### config.mk
export PLATFORM = sky130hd
export DESIGN_NAME = bitproc_cell
export DESIGN_NICKNAME = d
export VERILOG_FILES = /design/src/rtl/bitproc_pkg.sv /design/src/rtl/bitproc_alu.sv /design/src/rtl/bitproc_bitmem.sv /design/src/rtl/bitproc_srcsel.sv /design/src/rtl/bitproc_cell.sv
export SDC_FILE = /design/constraint.sdc
export NUM_CORES = 1
export LEC_CHECK = 0
export ABC_AREA = 1
export BUFFER_PORTS_ARGS = -buffer_cell sky130_fd_sc_hd__clkbuf_2
export CORE_MARGIN = 2
export CORE_UTILIZATION = 40
export CTS_CLUSTER_DIAMETER = 30
export DETAILED_ROUTE_END_ITERATION = 12
export PLACE_DENSITY = 0.53
export SKIP_LAST_GASP = 1
export SYNTH_ARGS = -nofsm -noshare
export SYNTH_HDL_FRONTEND = slang
export SYNTH_SLANG_ARGS = --single-unit
### constraint.sdc
create_clock -name clk -period 11.7 [get_ports clk]
set_input_delay 2.34 -clock clk [delete_from_list [all_inputs] [get_ports clk]]
set_output_delay 2.34 -clock clk [all_outputs]
set_load 0.03 [all_outputs]
### src/rtl/bitproc_pkg.sv
package bitproc_pkg;
  localparam int unsigned PE_ADDR_W  = 7;
  localparam int unsigned PE_DEPTH   = 1 << PE_ADDR_W;
  localparam int unsigned PE_INSTR_W = 3 + 3 + 3 + 2 + 2 + PE_ADDR_W;

  typedef enum logic [2:0] {
    NS_HOLD, NS_MEM, NS_NORTH, NS_SOUTH, NS_EW, NS_ZERO, NS_ONE, NS_CARRY
  } ns_src_e;

  typedef enum logic [2:0] {
    EW_HOLD, EW_MEM, EW_EAST, EW_WEST, EW_NS, EW_ZERO, EW_ONE, EW_CARRY
  } ew_src_e;

  typedef enum logic [2:0] {
    C_HOLD, C_MEM, C_CARRY, C_BORROW, C_ZERO, C_ONE, C_SPARE6, C_SPARE7
  } c_src_e;

  typedef enum logic [1:0] {
    CM_HOLD, CM_MEM, CM_SOUTH, CM_ZERO
  } cm_src_e;

  typedef enum logic [1:0] {
    WR_NONE, WR_SUM, WR_CARRY, WR_CM
  } wr_src_e;

  typedef struct packed {
    ns_src_e               ns_src;
    ew_src_e               ew_src;
    c_src_e                c_src;
    cm_src_e               cm_src;
    wr_src_e               wr_src;
    logic [PE_ADDR_W-1:0]  addr;
  } op_t;

  typedef struct packed {
    logic ns;
    logic ew;
    logic c;
    logic cm;
  } pe_regs_t;
endpackage

### src/rtl/bitproc_alu.sv
module bitproc_alu (
  input  logic ns,
  input  logic ew,
  input  logic c,
  output logic sum,
  output logic carry,
  output logic borrow
);
  assign sum    = ns ^ ew ^ c;
  assign carry  = (ns & ew) | (ns & c) | (ew & c);
  assign borrow = (~ns & (ew | c)) | (ew & c);

  always_comb begin
    if (ns == ew && ew == c) begin
      assert_equal_inputs_R3: assert (sum == ns && carry == ns);
    end
    if (!ns && ew && c) begin
      assert_full_borrow_R3: assert (borrow && carry && !sum);
    end
  end
endmodule

### src/rtl/bitproc_bitmem.sv
module bitproc_bitmem #(
  parameter int unsigned AW = 7
) (
  input  logic          clk,
  input  logic          we,
  input  logic [AW-1:0] addr,
  input  logic          wd,
  output logic          rd
);
  localparam int unsigned DEPTH = 1 << AW;

  logic [DEPTH-1:0] bits;

  for (genvar i = 0; i < DEPTH; i++) begin : g_cell
    always_ff @(posedge clk) begin
      if (we && addr == AW'(i)) bits[i] <= wd;
    end
  end

  assign rd = bits[addr];

  property p_store_lands;
    @(posedge clk) we |=> bits[$past(addr)] == $past(wd);
  endproperty
  assert_store_lands_R8: assert property (p_store_lands);
endmodule

### src/rtl/bitproc_srcsel.sv
module bitproc_srcsel
  import bitproc_pkg::*;
(
  input  op_t      op,
  input  pe_regs_t cur,
  input  logic     mem_rd,
  input  logic     sum,
  input  logic     carry,
  input  logic     borrow,
  input  logic     north_in,
  input  logic     south_in,
  input  logic     east_in,
  input  logic     west_in,
  input  logic     cm_in,
  output pe_regs_t nxt,
  output logic     mem_we,
  output logic     mem_wd
);
  logic rd_ok;
  assign rd_ok = (op.wr_src == WR_NONE);

  always_comb begin
    unique case (op.ns_src)
      NS_HOLD:  nxt.ns = cur.ns;
      NS_MEM:   nxt.ns = rd_ok ? mem_rd : cur.ns;
      NS_NORTH: nxt.ns = north_in;
      NS_SOUTH: nxt.ns = south_in;
      NS_EW:    nxt.ns = cur.ew;
      NS_ZERO:  nxt.ns = 1'b0;
      NS_ONE:   nxt.ns = 1'b1;
      default:  nxt.ns = carry;
    endcase

    unique case (op.ew_src)
      EW_HOLD:  nxt.ew = cur.ew;
      EW_MEM:   nxt.ew = rd_ok ? mem_rd : cur.ew;
      EW_EAST:  nxt.ew = east_in;
      EW_WEST:  nxt.ew = west_in;
      EW_NS:    nxt.ew = cur.ns;
      EW_ZERO:  nxt.ew = 1'b0;
      EW_ONE:   nxt.ew = 1'b1;
      default:  nxt.ew = carry;
    endcase

    unique case (op.c_src)
      C_MEM:    nxt.c = rd_ok ? mem_rd : cur.c;
      C_CARRY:  nxt.c = carry;
      C_BORROW: nxt.c = borrow;
      C_ZERO:   nxt.c = 1'b0;
      C_ONE:    nxt.c = 1'b1;
      default:  nxt.c = cur.c;
    endcase

    unique case (op.cm_src)
      CM_HOLD:  nxt.cm = cur.cm;
      CM_MEM:   nxt.cm = rd_ok ? mem_rd : cur.cm;
      CM_SOUTH: nxt.cm = cm_in;
      default:  nxt.cm = 1'b0;
    endcase

    unique case (op.wr_src)
      WR_SUM:   mem_wd = sum;
      WR_CARRY: mem_wd = carry;
      WR_CM:    mem_wd = cur.cm;
      default:  mem_wd = 1'b0;
    endcase
  end

  assign mem_we = !rd_ok;
endmodule

### src/rtl/bitproc_cell.sv
module bitproc_cell
  import bitproc_pkg::*;
#(
  parameter int unsigned ADDR_BITS = PE_ADDR_W
) (
  input  logic                  clk,
  input  logic                  rst,
  input  logic [PE_INSTR_W-1:0] instr,
  input  logic                  north_in,
  input  logic                  south_in,
  input  logic                  east_in,
  input  logic                  west_in,
  input  logic                  cm_in,
  output logic                  ns_out,
  output logic                  ew_out,
  output logic                  cm_out
);
  op_t      op;
  pe_regs_t cur, nxt;
  logic     alu_sum, alu_carry, alu_borrow;
  logic     mem_rd, mem_we, mem_wd;

  assign op = op_t'(instr);

  bitproc_alu u_alu (
    .ns(cur.ns), .ew(cur.ew), .c(cur.c),
    .sum(alu_sum), .carry(alu_carry), .borrow(alu_borrow)
  );

  bitproc_srcsel u_sel (
    .op(op), .cur(cur), .mem_rd(mem_rd),
    .sum(alu_sum), .carry(alu_carry), .borrow(alu_borrow),
    .north_in(north_in), .south_in(south_in),
    .east_in(east_in), .west_in(west_in), .cm_in(cm_in),
    .nxt(nxt), .mem_we(mem_we), .mem_wd(mem_wd)
  );

  bitproc_bitmem #(.AW(ADDR_BITS)) u_mem (
    .clk(clk), .we(mem_we), .addr(op.addr[ADDR_BITS-1:0]),
    .wd(mem_wd), .rd(mem_rd)
  );

  always_ff @(posedge clk) begin
    if (rst) cur <= '0;
    else     cur <= nxt;
  end

  assign ns_out = cur.ns;
  assign ew_out = cur.ew;
  assign cm_out = cur.cm;

  property p_reset_clears;
    @(posedge clk) rst |=> (cur == '0);
  endproperty
  assert_reset_clears_R1: assert property (p_reset_clears);

  property p_ns_north;
    @(posedge clk) disable iff (rst)
      (op.ns_src == NS_NORTH) |=> (ns_out == $past(north_in));
  endproperty
  assert_ns_north_R4: assert property (p_ns_north);

  property p_ew_from_ns;
    @(posedge clk) disable iff (rst)
      (op.ew_src == EW_NS) |=> (ew_out == $past(ns_out));
  endproperty
  assert_ew_takes_old_ns_R10: assert property (p_ew_from_ns);

  property p_c_hold;
    @(posedge clk) disable iff (rst)
      (op.c_src == C_HOLD) |=> $stable(cur.c);
  endproperty
  assert_c_hold_R6: assert property (p_c_hold);

  property p_cm_south;
    @(posedge clk) disable iff (rst)
      (op.cm_src == CM_SOUTH) |=> (cm_out == $past(cm_in));
  endproperty
  assert_cm_south_R7: assert property (p_cm_south);

  property p_no_read_on_write;
    @(posedge clk) disable iff (rst)
      (op.wr_src != WR_NONE && op.ns_src == NS_MEM) |=> $stable(ns_out);
  endproperty
  assert_no_read_on_write_R9: assert property (p_no_read_on_write);
endmodule

==> impl_metrics.env, run 1 <==
export IMPL_status="finished, final reports clean"
export IMPL_worst_pin_slew_ns=1.14
export IMPL_syn_inst=766
export IMPL_rrSetupSlack_ns=9.15
export IMPL_clockBufferDepth=2
export IMPL_worstSetupPathType="input pin to flop"
export IMPL_slew_headroom_pct=23.9
export IMPL_dp_hpwl_microns=10400
export IMPL_rsz0062_at_grt="false"
export IMPL_drtIter0Drc=446
export IMPL_ctsHoldBuffers=0
export IMPL_cts_tree="yes"
export IMPL_syn_mean_instance_area_sq_um=8.59
export IMPL_place_inst=986
export IMPL_ir_drop_mv=0.0922
export IMPL_cts_sinks=132
export IMPL_clockPowerShare_pct=45.6
export IMPL_ys_seq_area_share_pct=59.6
export IMPL_power_density_nw_per_um2=155
export IMPL_dr_pass1_iters=5
export IMPL_grt_max_degree=129
export IMPL_grt_pass1_vias=5217
export IMPL_syn_nets=798
export IMPL_postRouteAntennaNets=0
export IMPL_switching_power_mw=0.261
export IMPL_root_buffer="clkbuf_16"
export IMPL_finalSetupViolations=0
export IMPL_finClkSkew_ns=0.00393
export IMPL_comb_power_share_pct=8.2
export IMPL_coreArea_sq_um=16000
export IMPL_vias=5097
export IMPL_min_from="cur[1]"
export IMPL_area_growth_pct=13.0
export IMPL_gr_total_overflow=0
export IMPL_post_route_period_util_pct=38.1
export IMPL_period_minus_slack_ns=4.46
export IMPL_routed_wl_microns=16200
export IMPL_r2r_start="ew_out"
export IMPL_antenna_found_initial=0
export IMPL_die_h_microns=132
export IMPL_clkTransAtPathRegs_ns=0.05
export IMPL_clk_latency_ns=0.42
export IMPL_synth_distinct_cells=24
export IMPL_cts_setup_buffers=0
export IMPL_htreeDepth=4
export IMPL_cts_resized=0
export IMPL_die_area_sq_um=17500
export IMPL_fin_area_sq_um=7440
export IMPL_num_rows=46
export IMPL_start_util_pct=41.1
export IMPL_crit_path_end_kind="flop"
export IMPL_die_w_microns=132
export IMPL_numCtsBuffers=17
export IMPL_pwr_share_seq_pct=46.2
export IMPL_p_leak_nw=2.94
export IMPL_max_freq_mhz=224
export IMPL_hold_viol_final=0
export IMPL_place_gp_congestion=0.822
export IMPL_placed_area_sq_um=6850
export IMPL_place_ws_ns=6.88
export IMPL_cp_max_fo=36
export IMPL_fin_cells=1018
export IMPL_ys_warnings_count=0
export IMPL_ys_ff_latch=132
export IMPL_numPortBuffers=29
export IMPL_pin_count=30
export IMPL_swShare_pct=22.7
export IMPL_worst_ep_arrival_time_ns=4.57
export IMPL_drv_cap=0
export IMPL_vias_per_cell=5.01
export IMPL_track_usage_pct=19.5
export IMPL_hold_class="flop to flop"
export IMPL_cp_startpoint="instr[1]"
export IMPL_setup_ws_ns=7.24
export IMPL_drive_gt1_share_pct=8.48
export IMPL_hold_depth=2
export IMPL_reg2reg_to="u_mem.bits[18]"
export IMPL_report_final_slew_viol_count=0
export IMPL_antennaDiodeCount=0
export IMPL_nets=821
export IMPL_setup_tns_ns=0
export IMPL_intPower_mw=0.891
export IMPL_required_ns=11.81
export IMPL_wl_per_cell_microns=15.9
export IMPL_critPathLaunchType="input pin"
export IMPL_grt_pass1_wl_microns=26600
export IMPL_drcViolationCount=0
export IMPL_r2r_cells=5
export IMPL_holdPathEnd="cur[1]"
export IMPL_syn_area_sq_um=6580
-- power groups by stage --
stage / clock network, mW / logic (mW) / registers (mW)
floorplan: 0 / 0.0627 / 0.547
global placement: 0 / 0.0930 / 0.542
detailed placement: 0 / 0.0940 / 0.542
CTS: 0.529 / 0.0944 / 0.533
global route: 0.550 / 0.107 / 0.533
finish: 0.526 / 0.0939 / 0.533
-- flip-flops by register name, summed over array words and instances, names as in the netlist --
register,flops
ns_out,1
cur,1
ew_out,1
u_mem.bits,128
cm_out,1
-- layer usage --
metal  part of all wire, %  global-route usage [%]
met1                    46                    25.3
met2                    49                    32.7
met3                   4.4                    4.08
met4                   1.4                    6.39
met5                     0                       0
-- stage by stage --
step | power [mW] | hold WS, ns | util [%]
final | 1.15 | 0.501 | 46.5
after floorplan | 0.609 | 0.464 | -
after detailed placement | 0.636 | 0.498 | 42.8
after global routing | 1.19 | 0.512 | 46.5
after CTS | 1.16 | 0.507 | 46.5
after global placement | 0.635 | 0.483 | 42.8
-- final cells by class --
type	instances	area, sq um
fill	1585	8560
sequential	132	3920
multi-input combinational	557	2300
clock buffer	29	551
tap	216	270
inverter	50	193
timing repair buffer	31	160
clock inverter	3	40.0
-- cells in the mapped netlist --
| cell | count | area [sq um] |
|---|---|---|
| nand2_1 | 319 | 1200 |
| nor2_1 | 170 | 638 |
| edfxtp_1 | 128 | 3840 |
| inv_1 | 48 | 180 |
| nand3_1 | 26 | 130 |
| nand4_1 | 11 | 68.8 |
| clkbuf_1 | 10 | 37.5 |
| buf_6 | 8 | 90.1 |
| buf_2 | 7 | 35.0 |
| a21oi_1 | 6 | 30.0 |
| nor3_1 | 6 | 30.0 |
| o21ai_0 | 5 | 25.0 |
| dfxtp_1 | 4 | 80.1 |
| ha_1 | 3 | 37.5 |
| a31oi_1 | 2 | 12.5 |
| buf_4 | 2 | 15.0 |
| fa_1 | 2 | 40.0 |
| nand3_2 | 2 | 20.0 |
| nor2_4 | 2 | 22.5 |
| a21o_1 | 1 | 7.51 |
| a31o_2 | 1 | 8.76 |
| inv_2 | 1 | 3.75 |
| inv_6 | 1 | 8.76 |
| nor2_8 | 1 | 20.0 |
-- worst max path at each step --
stage	slack [ns]	cells past startpoint	endpoint
6_report	7.24	7	u_mem.bits[102]
5_1_grt	7.05	13	cm_out
4_1_cts	7.27	7	u_mem.bits[102]
3_5_place_dp	6.88	7	u_mem.bits[22]
3_3_place_gp	6.83	7	u_mem.bits[86]
2_1_floorplan	4.43	3	u_mem.bits[0]
-- cells by family after synthesis --
logic type / synth area share (%)
and+or+nand+nor: 32.3
DFF: 59.6
buffers and inverters: 5.63
AOI/OAI and AO/OA: 1.27
adders and majority gates: 1.18
-- worst max-delay path, stage by stage --
cell and delay [ns]:
clkbuf_2 0.70, inv_2 0.39, nor2_4 0.36, inv_1 0.16, nor2_1 0.17, nand2_1 0.23, nor2_1 0.21
-- layout by cell type (no fill, tap or decap), drive strengths merged --
cell type	Yosys	final
a21o	1	1
a21oi	6	6
a31o	1	1
a31oi	2	2
buf	17	2
bufinv	0	1
clkbuf	10	58
clkinv	0	2
dfxtp	4	4
edfxtp	128	128
fa	2	2
ha	3	3
inv	50	50
nand2	319	319
nand3	28	28
nand4	11	11
nor2	173	173
nor3	6	6
o21ai	5	5
(Power assumes the default switching activity.)
==> run 2: changes to the inputs <==
PLACE_DENSITY = 0.55   (was 0.53)
clock period = 3.7 ns   (was 11.7 ns; I/O delays follow)
==> impl_metrics.env, run 2 (same netlist as run 1, synthesis figures left out) <==
export IMPL_clk_latency_ns=0.42
export IMPL_cts_sinks=132
export IMPL_rsz0062_at_grt="false"
export IMPL_report_final_slew_viol_count=0
export IMPL_grt_max_degree=74
export IMPL_gr_total_overflow=0
export IMPL_cts_tree="yes"
export IMPL_worstSetupPathType="input pin to flop"
export IMPL_postRouteAntennaNets=0
export IMPL_track_usage_pct=18.9
export IMPL_setup_tns_ns=0
export IMPL_clkTransAtPathRegs_ns=0.06
export IMPL_vias=5046
export IMPL_slew_headroom_pct=45.1
export IMPL_clockBufferDepth=2
export IMPL_dp_hpwl_microns=10400
export IMPL_die_h_microns=132
export IMPL_cts_resized=0
export IMPL_worst_pin_slew_ns=0.821
export IMPL_finalSetupViolations=0
export IMPL_p_leak_nw=2.92
export IMPL_drv_cap=0
export IMPL_drtIter0Drc=496
export IMPL_period_minus_slack_ns=2.12
export IMPL_ir_drop_mv=0.322
export IMPL_place_inst=992
export IMPL_hold_viol_final=0
export IMPL_cp_max_fo=35
export IMPL_antennaDiodeCount=0
export IMPL_required_ns=3.81
export IMPL_layout_commonest_cell="nand2_1"
export IMPL_coreArea_sq_um=16000
export IMPL_worst_ep_arrival_time_ns=2.24
export IMPL_antenna_found_initial=0
export IMPL_post_route_period_util_pct=57.3
export IMPL_wl_per_cell_microns=15.7
export IMPL_status="finished, final reports clean"
export IMPL_routed_wl_microns=16000
export IMPL_die_w_microns=132
export IMPL_htreeDepth=4
export IMPL_root_buffer="clkbuf_16"
export IMPL_layout_common_cells="nand2_1 (319), nor2_1 (170), edfxtp_1 (128)"
export IMPL_pin_count=30
export IMPL_num_rows=46
export IMPL_place_gp_congestion=0.839
export IMPL_drcViolationCount=0
export IMPL_cts_setup_buffers=0
export IMPL_crit_path_end_kind="flop"
export IMPL_critPathLaunchType="input pin"
export IMPL_finClkSkew_ns=0.00739
export IMPL_largest_register="u_mem.bits"
export IMPL_die_area_sq_um=17500
export IMPL_grt_pass1_vias=4759
export IMPL_ctsHoldBuffers=0
export IMPL_fin_cells=1021
export IMPL_grt_pass1_wl_microns=25400
export IMPL_numPortBuffers=29
export IMPL_hold_class="flop to flop"
export IMPL_dr_pass1_iters=5
export IMPL_largest_reg_flops=128
export IMPL_power_density_nw_per_um2=469
export IMPL_drive_gt1_share_pct=8.45
export IMPL_start_util_pct=41.1
export IMPL_max_freq_mhz=471
export IMPL_nets=827
export IMPL_numCtsBuffers=17
export IMPL_vias_per_cell=4.94
export IMPL_area_growth_pct=12.4
## run 2: cell count changes in the layout (fill, tap and decap cells not counted)
cell | previous run | this run
buf_4 | 2 | 8
clkbuf_8 | 8 | 0
clkinv_1 | 0 | 3
clkinv_2 | 2 | 3
clkinvlp_4 | 0 | 1
## run 2: path summary, 6_finish.rpt
kind              startpoint              end  slack (ns)  depth (start not counted)
setup / recovery    instr[1]  u_mem.bits[120]        1.58                          7
hold / removal        cur[1]           cur[1]        0.50                          2
setup reg to reg      ew_out   u_mem.bits[23]        1.58                          5
hold reg to reg       cur[1]           cur[1]        0.50                          2
## run 2: critical path: stages
cell and delay (ns):
clkbuf_2 0.09, buf_4 0.27, nor2_4 0.37, inv_1 0.16
nor2_1 0.24, nand2_1 0.20, nor2_1 0.15
## run 2: power by group
| part | total (mW) | switching [mW] | internal, mW |
|---|---|---|---|
| clock | 1.49 | 0.590 | 0.899 |
| combinational | 0.301 | 0.224 | 0.0768 |
| sequential | 1.68 | 0.00571 | 1.68 |
| total | 3.47 | 0.820 | 2.65 |
## run 2: area by class of cell
class / count / area [sq um]
fillers: 1642 / 8600
well taps: 216 / 270
clock buffers: 21 / 440
repair buffers: 37 / 205
multi-input cells: 557 / 2300
clock inverters: 8 / 63.8
inverters: 50 / 193
flip-flops and latches: 132 / 3920
## run 2: per-stage QoR
step	utilization (%)	area (sq um)	power, mW	hold WS [ns]	setup slack [ns]
after CTS	46.2	7400	3.49	0.506	1.54
final	46.2	7400	3.47	0.497	1.58
after floorplan	-	6600	1.92	0.464	0.717
after detailed placement	43.1	6900	2.02	0.498	1.13
after global placement	43.1	6900	2.01	0.489	1.16
after global routing	46.2	7400	3.60	0.537	1.34
## run 2: layer usage
metal / vias to the layer above / share of wire (%) / track usage [%]
met4: 0 / 0.77 / 4.72
met5: - / 0 / 0
met3: 11 / 5.2 / 4.58
li1: 2509 / - / -
met1: 2406 / 46 / 25.9
met2: 120 / 48 / 30.4
==> run 3: changes to the inputs <==
clock period = 1.9 ns   (was 3.7 ns; I/O delays follow)
==> impl_metrics.env, run 3 (same netlist as run 1, synthesis figures left out) <==
export IMPL_dp_hpwl_microns=11500
export IMPL_crit_path_end_kind="flop"
export IMPL_cp_max_fo=40
export IMPL_critPathLaunchType="flop"
export IMPL_status="finished, final reports clean"
export IMPL_ctsHoldBuffers=0
export IMPL_largest_register="u_mem.bits"
export IMPL_post_route_period_util_pct=95.2
export IMPL_vias=5285
export IMPL_die_w_microns=132
export IMPL_fin_util_pct=49.7
export IMPL_gr_total_overflow=0
export IMPL_place_gp_congestion=0.867
export IMPL_area_growth_pct=20.9
export IMPL_crit_slowest_cell="fa_1"
export IMPL_place_ws_ns=-0.194
export IMPL_setup_tns_ns=0
export IMPL_clockBufferDepth=2
export IMPL_track_usage_pct=20.2
export IMPL_period_minus_slack_ns=1.81
export IMPL_finClkSkew_ns=0.00603
export IMPL_power_density_nw_per_um2=903
export IMPL_grt_pass1_wl_microns=27100
export IMPL_numCtsBuffers=17
export IMPL_finalSetupViolations=0
export IMPL_slew_headroom_pct=75.6
export IMPL_htreeDepth=4
export IMPL_grt_pass1_vias=5252
export IMPL_root_buffer="clkbuf_16"
export IMPL_drtIter0Drc=409
export IMPL_layout_commonest_cell="nand2_1"
export IMPL_p_leak_nw=3.21
export IMPL_drcViolationCount=0
export IMPL_hold_viol_final=0
export IMPL_required_ns=2.16
export IMPL_worst_pin_slew_ns=0.365
export IMPL_num_rows=46
export IMPL_clk_latency_ns=0.42
export IMPL_vias_per_cell=4.93
export IMPL_cts_tree="yes"
export IMPL_pin_count=30
export IMPL_rsz0062_at_grt="false"
export IMPL_antenna_found_initial=0
export IMPL_largest_reg_flops=128
export IMPL_setup_ws_ns=0.0911
export IMPL_routed_wl_microns=16900
export IMPL_nets=874
export IMPL_path_delay_family="adder cells"
export IMPL_wl_per_cell_microns=15.8
export IMPL_rrSetupSlack_ns=0.09
export IMPL_layout_common_cells="nand2_1 (319), nor2_1 (170), edfxtp_1 (128)"
export IMPL_coreArea_sq_um=16000
export IMPL_report_final_slew_viol_count=0
export IMPL_postRouteAntennaNets=0
export IMPL_cts_sinks=132
export IMPL_critPathMaxStageDelay_ns=0.53
export IMPL_critical_path_buf_inv_count=2
export IMPL_crit_path_cell_trace="inv_1 > fa_1 > a21oi_2 > a31oi_4 > clkbuf_16"
export IMPL_cts_resized=0
export IMPL_numPortBuffers=29
export IMPL_drive_gt1_share_pct=15.0
export IMPL_start_util_pct=41.1
export IMPL_max_freq_mhz=553
export IMPL_hold_class="input pin to flop"
export IMPL_grt_max_degree=81
export IMPL_worstSetupPathType="flop to flop"
export IMPL_die_h_microns=132
export IMPL_antennaDiodeCount=0
export IMPL_ir_drop_mv=0.610
export IMPL_dr_pass1_iters=5
export IMPL_worst_ep_arrival_time_ns=2.07
export IMPL_clkTransAtPathRegs_ns=0.06
export IMPL_drv_cap=0
export IMPL_die_area_sq_um=17500
==> run 3: cell count changes in the layout (fill, tap and decap cells not counted), moves of 2 or more <==
cell        before  now
clkbuf_1         4    0
buf_4            8   46
buf_12           0    8
dfxtp_1          4    2
clkinv_4         0    4
inv_6            1    3
clkinv_2         3    1
clkinvlp_4       1    5
clkinv_1         3    1
==> run 3: report_power, final <==
part	switching (mW)	internal, mW
clock	1.27	1.93
sequential	0.0116	3.26
combinational	0.471	0.237
total	1.76	5.43
==> run 3: metal layers <==
metal	track usage (%)	wire length, microns	share of wire [%]	vias up
met5	0	0	0	-
met4	9.26	482	2.9	0
met3	3.77	808	4.8	34
met2	33.7	8080	48	153
met1	25.6	7520	45	2492
li1	-	-	-	2606
==> run 3: final timing paths <==
kind,from,to,depth (start not counted)
max,cur[1],u_mem.bits[38],5
min,rst,cur[1],2
max reg2reg,cur[1],u_mem.bits[38],5
min reg2reg,cur[1],cur[1],2
==> run 3: layout make-up <==
type / instances / area (sq um)
clock buffer: 17 / 425
clock inverter: 15 / 159
fill: 1582 / 8040
inverter: 50 / 193
multi-input combinational: 557 / 2310
sequential: 132 / 3930
tap: 216 / 270
timing repair buffer: 84 / 676
==> run 3: repair_timing <==
| item | 4_1_cts | 5_1_grt |
|---|---|---|
| setup buffers | 0 | 0 |
| setup endpoints to repair | 0 | 61 |
| hold endpoints to repair | 0 | 0 |
==> run 3: stage by stage <==
| stage | instance area (sq um) | hold slack (ns) | total power [mW] | instances |
|---|---|---|---|---|
| final | 7960 | 0.175 | 7.19 | 1071 |
| after global routing | 7960 | 0.184 | 7.43 | 1071 |
| after CTS | 7930 | 0.169 | 7.22 | 1070 |
| after detailed placement | 7350 | 0.486 | 4.03 | 1038 |
| after global placement | 7350 | 0.480 | 4.02 | 1038 |
| after floorplan | 6610 | 0.449 | 3.74 | 766 |
